**src/rtl/bmc_pkg.sv**
```systemverilog
package bmc_pkg;
    typedef enum logic [1:0] {
        K_READ   = 2'd0,
        K_WRITE  = 2'd1,
        K_VECTOR = 2'd2,
        K_IRQ    = 2'd3
    } kind_e;

    typedef enum logic [2:0] {
        S_IDLE    = 3'd0,
        S_BID     = 3'd1,
        S_GRANTED = 3'd2,
        S_ADDR    = 3'd3,
        S_DATA    = 3'd4,
        S_RELEASE = 3'd5
    } state_e;
endpackage

```
**src/rtl/bmc_bid_gate.sv**
```systemverilog
module bmc_bid_gate (
    input  logic req_valid_i,
    input  logic lock_i,
    input  logic busgr_i,
    input  logic bus_rst_i,
    output logic bid_ok_o
);
    // A bid needs local demand and every bus status line quiet.
    always_comb begin
        bid_ok_o = req_valid_i & ~lock_i & ~busgr_i & ~bus_rst_i;
    end
endmodule

```
**src/rtl/bmc_datapath.sv**
```systemverilog
module bmc_datapath
    import bmc_pkg::*;
#(
    parameter int HW_W = 16
) (
    input  logic            clk,
    input  logic            rst_n,
    input  logic            load_i,
    input  logic [1:0]      req_kind_i,
    input  logic            req_retain_i,
    input  logic [HW_W-1:0] req_addr_i,
    input  logic [HW_W-1:0] req_wdata_i,
    input  logic            addr_phase_i,
    input  logic            data_phase_i,
    input  logic            done_i,
    input  logic            aborted_i,
    input  logic [HW_W-1:0] rdata_i,
    output kind_e           cur_kind_o,
    output logic            cur_retain_o,
    output logic [HW_W-1:0] hwy_o,
    output logic            rsp_valid_o,
    output logic [HW_W-1:0] rsp_data_o,
    output logic            rsp_abort_o
);
    logic [HW_W-1:0] addr_q;
    logic [HW_W-1:0] wdata_q;

    always_ff @(posedge clk) begin
        if (!rst_n) begin
            cur_kind_o   <= K_READ;
            cur_retain_o <= 1'b0;
            addr_q       <= '0;
            wdata_q      <= '0;
        end else if (load_i) begin
            cur_kind_o   <= kind_e'(req_kind_i);
            cur_retain_o <= req_retain_i;
            addr_q       <= req_addr_i;
            wdata_q      <= req_wdata_i;
        end
    end

    // Highway multiplex: address first, then write data.
    always_comb begin
        hwy_o = '0;
        if (addr_phase_i && cur_kind_o != K_IRQ) begin
            hwy_o = addr_q;
        end else if (data_phase_i && cur_kind_o == K_WRITE) begin
            hwy_o = wdata_q;
        end
    end

    always_ff @(posedge clk) begin
        if (!rst_n) begin
            rsp_valid_o <= 1'b0;
            rsp_data_o  <= '0;
            rsp_abort_o <= 1'b0;
        end else begin
            rsp_valid_o <= done_i | aborted_i;
            rsp_abort_o <= aborted_i;
            rsp_data_o  <= (done_i && cur_kind_o == K_READ) ? rdata_i : '0;
        end
    end

    // an aborted response never carries data
    p_abort_no_data_r10: assert property (@(posedge clk) disable iff (!rst_n)
        rsp_abort_o |-> (rsp_valid_o && rsp_data_o == '0));

    // latched cycle fields do not move while a cycle is in flight
    p_fields_stable_r4: assert property (@(posedge clk) disable iff (!rst_n)
        (data_phase_i && !load_i) |=> (data_phase_i || $stable(addr_q)));
endmodule

```
**src/rtl/bus_master_ctrl.sv**
```systemverilog
module bus_master_ctrl
    import bmc_pkg::*;
#(
    parameter int HW_W = 16
) (
    input  logic            clk,
    input  logic            rst_n,
    input  logic            req_valid_i,
    input  logic [1:0]      req_kind_i,
    input  logic            req_retain_i,
    input  logic [HW_W-1:0] req_addr_i,
    input  logic [HW_W-1:0] req_wdata_i,
    output logic            req_ready_o,
    input  logic            lock_i,
    input  logic            busgr_i,
    input  logic            bus_rst_i,
    input  logic            grant_i,
    input  logic            release_req_i,
    input  logic            abort_i,
    input  logic            ack_i,
    input  logic [HW_W-1:0] rdata_i,
    output logic            bid_o,
    output logic            own_bus_o,
    output logic            addr_stb_o,
    output logic            data_stb_o,
    output logic            irq_o,
    output logic [1:0]      cyc_kind_o,
    output logic [HW_W-1:0] hwy_o,
    output logic            rsp_valid_o,
    output logic [HW_W-1:0] rsp_data_o,
    output logic            rsp_abort_o
);
    state_e state_q, state_d;
    logic   retained_q;
    logic   bid_ok;
    logic   cyc_end;
    logic   abort_end;
    logic   load;
    kind_e  cur_kind;
    logic   cur_retain;

    bmc_bid_gate u_gate (
        .req_valid_i (req_valid_i),
        .lock_i      (lock_i),
        .busgr_i     (busgr_i),
        .bus_rst_i   (bus_rst_i),
        .bid_ok_o    (bid_ok)
    );

    bmc_datapath #(.HW_W(HW_W)) u_dp (
        .clk          (clk),
        .rst_n        (rst_n),
        .load_i       (load),
        .req_kind_i   (req_kind_i),
        .req_retain_i (req_retain_i),
        .req_addr_i   (req_addr_i),
        .req_wdata_i  (req_wdata_i),
        .addr_phase_i (state_q == S_ADDR),
        .data_phase_i (state_q == S_DATA),
        .done_i       (cyc_end),
        .aborted_i    (abort_end),
        .rdata_i      (rdata_i),
        .cur_kind_o   (cur_kind),
        .cur_retain_o (cur_retain),
        .hwy_o        (hwy_o),
        .rsp_valid_o  (rsp_valid_o),
        .rsp_data_o   (rsp_data_o),
        .rsp_abort_o  (rsp_abort_o)
    );

    always_comb begin
        cyc_end   = ((state_q == S_ADDR) && (cur_kind == K_VECTOR || cur_kind == K_IRQ))
                  || ((state_q == S_DATA) && ack_i && !abort_i);
        abort_end = (state_q == S_DATA) && abort_i;
    end

    // Next-state logic
    always_comb begin
        state_d = state_q;
        unique case (state_q)
            S_IDLE:    if (bid_ok) state_d = S_BID;
            S_BID:     if (grant_i) state_d = S_GRANTED;
            S_GRANTED: begin
                if (!retained_q && release_req_i) state_d = S_RELEASE;
                else if (req_valid_i)             state_d = S_ADDR;
            end
            S_ADDR: begin
                if (cur_kind == K_READ || cur_kind == K_WRITE) state_d = S_DATA;
            end
            S_DATA: begin
                if (abort_i) state_d = S_RELEASE;
            end
            S_RELEASE: state_d = S_IDLE;
            default:   state_d = S_IDLE;
        endcase
        if (cyc_end) begin
            if (!cur_retain && release_req_i) state_d = S_RELEASE;
            else if (req_valid_i)             state_d = S_ADDR;
            else                              state_d = S_GRANTED;
        end
        load = (state_d == S_ADDR);
    end

    // State register
    always_ff @(posedge clk) begin
        if (!rst_n) begin
            state_q    <= S_IDLE;
            retained_q <= 1'b0;
        end else begin
            state_q <= state_d;
            if (cyc_end)                                   retained_q <= cur_retain;
            else if (abort_end || state_q == S_RELEASE)    retained_q <= 1'b0;
        end
    end

    // Outputs
    always_comb begin
        req_ready_o = load;
        bid_o       = (state_q == S_BID);
        own_bus_o   = (state_q == S_GRANTED) || (state_q == S_ADDR) || (state_q == S_DATA);
        addr_stb_o  = (state_q == S_ADDR) && (cur_kind != K_IRQ);
        irq_o       = (state_q == S_ADDR) && (cur_kind == K_IRQ);
        data_stb_o  = (state_q == S_DATA);
        cyc_kind_o  = cur_kind;
    end

    p_bid_gate_r2: assert property (@(posedge clk) disable iff (!rst_n)
        $rose(bid_o) |-> $past(req_valid_i && !lock_i && !busgr_i && !bus_rst_i));

    p_grant_step_r3: assert property (@(posedge clk) disable iff (!rst_n)
        (bid_o && grant_i) |=> (own_bus_o && !bid_o && !addr_stb_o));

    p_data_after_addr_r4: assert property (@(posedge clk) disable iff (!rst_n)
        $rose(data_stb_o) |-> $past(addr_stb_o));

    p_wait_ack_r5: assert property (@(posedge clk) disable iff (!rst_n)
        (data_stb_o && !ack_i && !abort_i) |=> data_stb_o);

    p_vector_no_data_r6: assert property (@(posedge clk) disable iff (!rst_n)
        (addr_stb_o && cyc_kind_o == 2'd2) |=> (!data_stb_o && rsp_valid_o));

    p_irq_alone_r7: assert property (@(posedge clk) disable iff (!rst_n)
        irq_o |-> (!addr_stb_o && !data_stb_o && hwy_o == '0));

    p_retain_holds_r9: assert property (@(posedge clk) disable iff (!rst_n)
        (state_q == S_GRANTED && retained_q) |=> own_bus_o);

    p_abort_drop_r10: assert property (@(posedge clk) disable iff (!rst_n)
        (data_stb_o && abort_i) |=> (!own_bus_o && rsp_abort_o));

    p_phase_exclusive_r4: assert property (@(posedge clk) disable iff (!rst_n)
        $onehot0({addr_stb_o, data_stb_o, irq_o, bid_o}));
endmodule

```
**config.mk**
```make
export PLATFORM = sky130hd
export DESIGN_NAME = bus_master_ctrl
export DESIGN_NICKNAME = d
export VERILOG_FILES = /design/src/rtl/bmc_pkg.sv /design/src/rtl/bmc_bid_gate.sv /design/src/rtl/bmc_datapath.sv /design/src/rtl/bus_master_ctrl.sv
export SDC_FILE = /design/constraint.sdc
export NUM_CORES = 1
export LEC_CHECK = 0
export ABC_AREA = 1
export BUFFER_PORTS_ARGS = -buffer_cell sky130_fd_sc_hd__buf_2
export CELL_PAD_IN_SITES_DETAIL_PLACEMENT = 1
export CELL_PAD_IN_SITES_GLOBAL_PLACEMENT = 1
export CORE_MARGIN = 2
export CORE_UTILIZATION = 36
export DETAILED_ROUTE_END_ITERATION = 10
export PLACE_DENSITY_LB_ADDON = 0.1
export SKIP_CTS_REPAIR_TIMING = 1
export SYNTH_ARGS = -nofsm -noshare
export SYNTH_HDL_FRONTEND = slang
export SYNTH_SLANG_ARGS = --single-unit
```
**constraint.sdc**
```tcl
create_clock -name clk -period 4.3 [get_ports clk]
set_clock_uncertainty 0.15 [all_clocks]
set_input_delay 0.86 -clock clk [delete_from_list [all_inputs] [get_ports clk]]
set_output_delay 0.86 -clock clk [all_outputs]
set_load 0.01 [all_outputs]
```
==> impl_metrics.toml <==
[floorplanning]
initial_utilization = 0.365
pin_count = 103
chipHeight_um = 91.8
core_area_um2 = 7610
design.die.area_um2 = 8430
die_w_um = 91.8
total_number_of_placement_rows = 32

[power]
p_leak_nw = 2.01
pwr_density_cell_nw_per_um2 = 312
power.ir.vdd_worst_mv = 0.143
report.power.total_mw = 1.10
p_sw_frac = 0.249
power_frac_comb = 0.074
total_switching_power_uw = 275
p_clk_frac = 0.444
p_int_uw = 830
seq_power_share = 0.481

[synth]
edff_count_synth = 0
netlist_area_um2 = 2780
ys_seq_elements = 57
synth-main-ff-cell = "dfxtp_1"
synth.lib_cells_used.distinct = 19
yosys.area.top_type = "dfxtp_1"
yosysSeqAreaShare = 0.411
synth_area_per_cell_um2 = 6.39
syn-num-nets = 496
synth-async-reset-ratio = 0
syn_inst = 435
synth_top_cell_area_share = 0.411
synth.area.top_cells = "dfxtp_1 41%, inv_1 18%, nand2_1 11%"
ys.warnings.count = 0

[timing]
setup-tns-final_ns = 0
final-hold-violation-count = 0
slew_of_the_pin_with_the_lowest_slew_margin_ns = 0.726
worst_slew_margin_rel = 0.515
maxClockFrequency_ghz = 0.305
final.period_utilization = 0.763
rsz0062_at_grt = "false"
timing_max_transition_violations_final = 0
finalSetupViolations = 0
finalCriticalPeriod_ns = 3.28
timing.final.ws_setup_ns = 1.02

[final_layout]
fin_nets = 593
finalNonFillerCells = 639
area_growth_syn_to_layout_pct = 27.4
post-route-cell-area_um2 = 3540
antenna_cells_inserted = 0
layout-drive-gt1-share = 0.238

[route]
detail_route.wirelength_um = 7910
avgViaCountPerCell = 4.45
antenna_violating_nets_post_route = 0
post-route-drc-count = 0
detailedRoute.firstIterationViolations = 95
first_pass_iters = 4
routedWlPerCell_um = 12.4
via_count = 2845

[min_path]
worstHoldPathType = "reg -> reg"

[worst_setup_path]
worstPathArrival_ns = 2.27
worst-endpoint-required_ns = 3.29
critPathMaxFanout = 16
critical_path_class = "reg -> out"
timing.critical_path.from_type = "flop"
critical_path.endpoint_type = "output port"

[grt]
globalRouteTotalUtil = 0.194
first_global_vias = 2793
grt_max_degree = 38
gr-total-overflow = 0
antenna_violations_before_repair = 0
wire_length_of_the_first_global_routing_pass_um = 13100

[placed_design]
detailedPlace.worstSlack_ns = 1.17
buffer_ports.inserted = 102
dp_hpwl_um = 5660
placed_cells = 623
dpl-instance-area_um2 = 3340
finalWeightedCongestion = 0.810

[clocking]
cts_buffer_depth = 2
clk_root_buffer_cell = "clkbuf_8"
cts.htree.levels = 3
insertion_delay_ns = 0.33
cts_sinks = 57
tritoncts = "built"
cts_inserted_buffers = 9
clk_pin_slew_ns = 0.07

[job]
maxCapViolCount = 0

[run_status]
run_status = "finished, final reports clean"
## path summary, 6_finish.rpt
| check | slack [ns] | cells after the start | end | start |
|---|---|---|---|---|
| worst min-delay path | 0.34 | 2 | retained_q$_SDFFE_PN0P_ | retained_q$_SDFFE_PN0P_ |
| worst min register to register | 0.34 | 2 | retained_q$_SDFFE_PN0P_ | retained_q$_SDFFE_PN0P_ |
| worst max register to register | 1.97 | 10 | u_dp.addr_q[2]$_SDFFE_PN0N_ | state_q[2]$_SDFF_PN0_ |
| worst max-delay path | 1.02 | 6 | hwy_o[9] | state_q[1]$_SDFF_PN0_ |
## worst max-delay path: stages, from the launching register on
cell	delay [ns]
dfxtp_1	0.35
nor2_1	0.23
nand2_1	0.13
inv_1	0.13
nand3_1	0.52
o22ai_1	0.37
buf_2	0.19
## cell families (layout without fill, tap and decap cells)
family,Yosys count,in the layout,share of synthesized area
AND/OR/NAND/NOR,203,203,0.326
AO/OA/AOI/OAI,22,22,0.0482
buffers and inverters,153,255,0.215
flip-flops,57,57,0.411
## cells in the final DEF, fill, tap and decap left out, drive strengths merged, types with 3 or more instances in the layout
master	count
o22ai	16
nand2	87
clkinvlp	3
nand3	10
inv	134
clkinv	3
nand4	37
dfxtp	57
clkbuf	9
buf	105
a21oi	4
nor2	68
## cell type report
cell class                      instances  area [um^2]
Clock buffer                            9          124
Multi-Input combinational cell        225         1040
Sequential cell                        57         1140
Fill cell                            1069         4070
Inverter                              134          503
Clock inverter                          7         71.3
Timing Repair Buffer                  105          533
Tap cell                              102          128
## synth_stat cells (2+ instances only)
cell,number
dfxtp_1,57
inv_1,133
buf_4,3
nor2_1,68
nand4_1,37
nand2_1,84
a21oi_1,4
buf_2,9
nand3_1,7
nand3_2,2
clkbuf_1,7
o22ai_1,16
nand2_2,2
## registers in the layout (all words and copies together) (netlist names)
signal,count
retained_q,1
state_q,3
u_dp.addr_q,16
u_dp.cur_kind_o,2
u_dp.cur_retain_o,1
u_dp.rsp_abort_o,1
u_dp.rsp_data_o,16
u_dp.rsp_valid_o,1
u_dp.wdata_q,16
## metrics by stage
stage / utilization / hold slack [ns]
floorplan: - / 0.295
global placement: 0.440 / 0.314
detailed placement: 0.440 / 0.337
CTS: 0.465 / 0.346
global route: 0.465 / 0.396
finish: 0.465 / 0.340
## power groups by stage
stage	registers [mW]	logic, mW	clock network [mW]
floorplan	0.544	0.0434	0
global route	0.532	0.0945	0.530
global placement	0.544	0.0817	0
finish	0.532	0.0822	0.491
detailed placement	0.544	0.0826	0
CTS	0.532	0.0832	0.506
## metal layers
layer	GRT usage	up-vias	wire length [um]
met1	0.255	1281	3790
met5	0	-	0
met3	0.0320	6	366
met4	0.0672	0	55
met2	0.324	74	3700
li1	-	1484	-
Note: power is estimated with default switching activity, not from simulation.
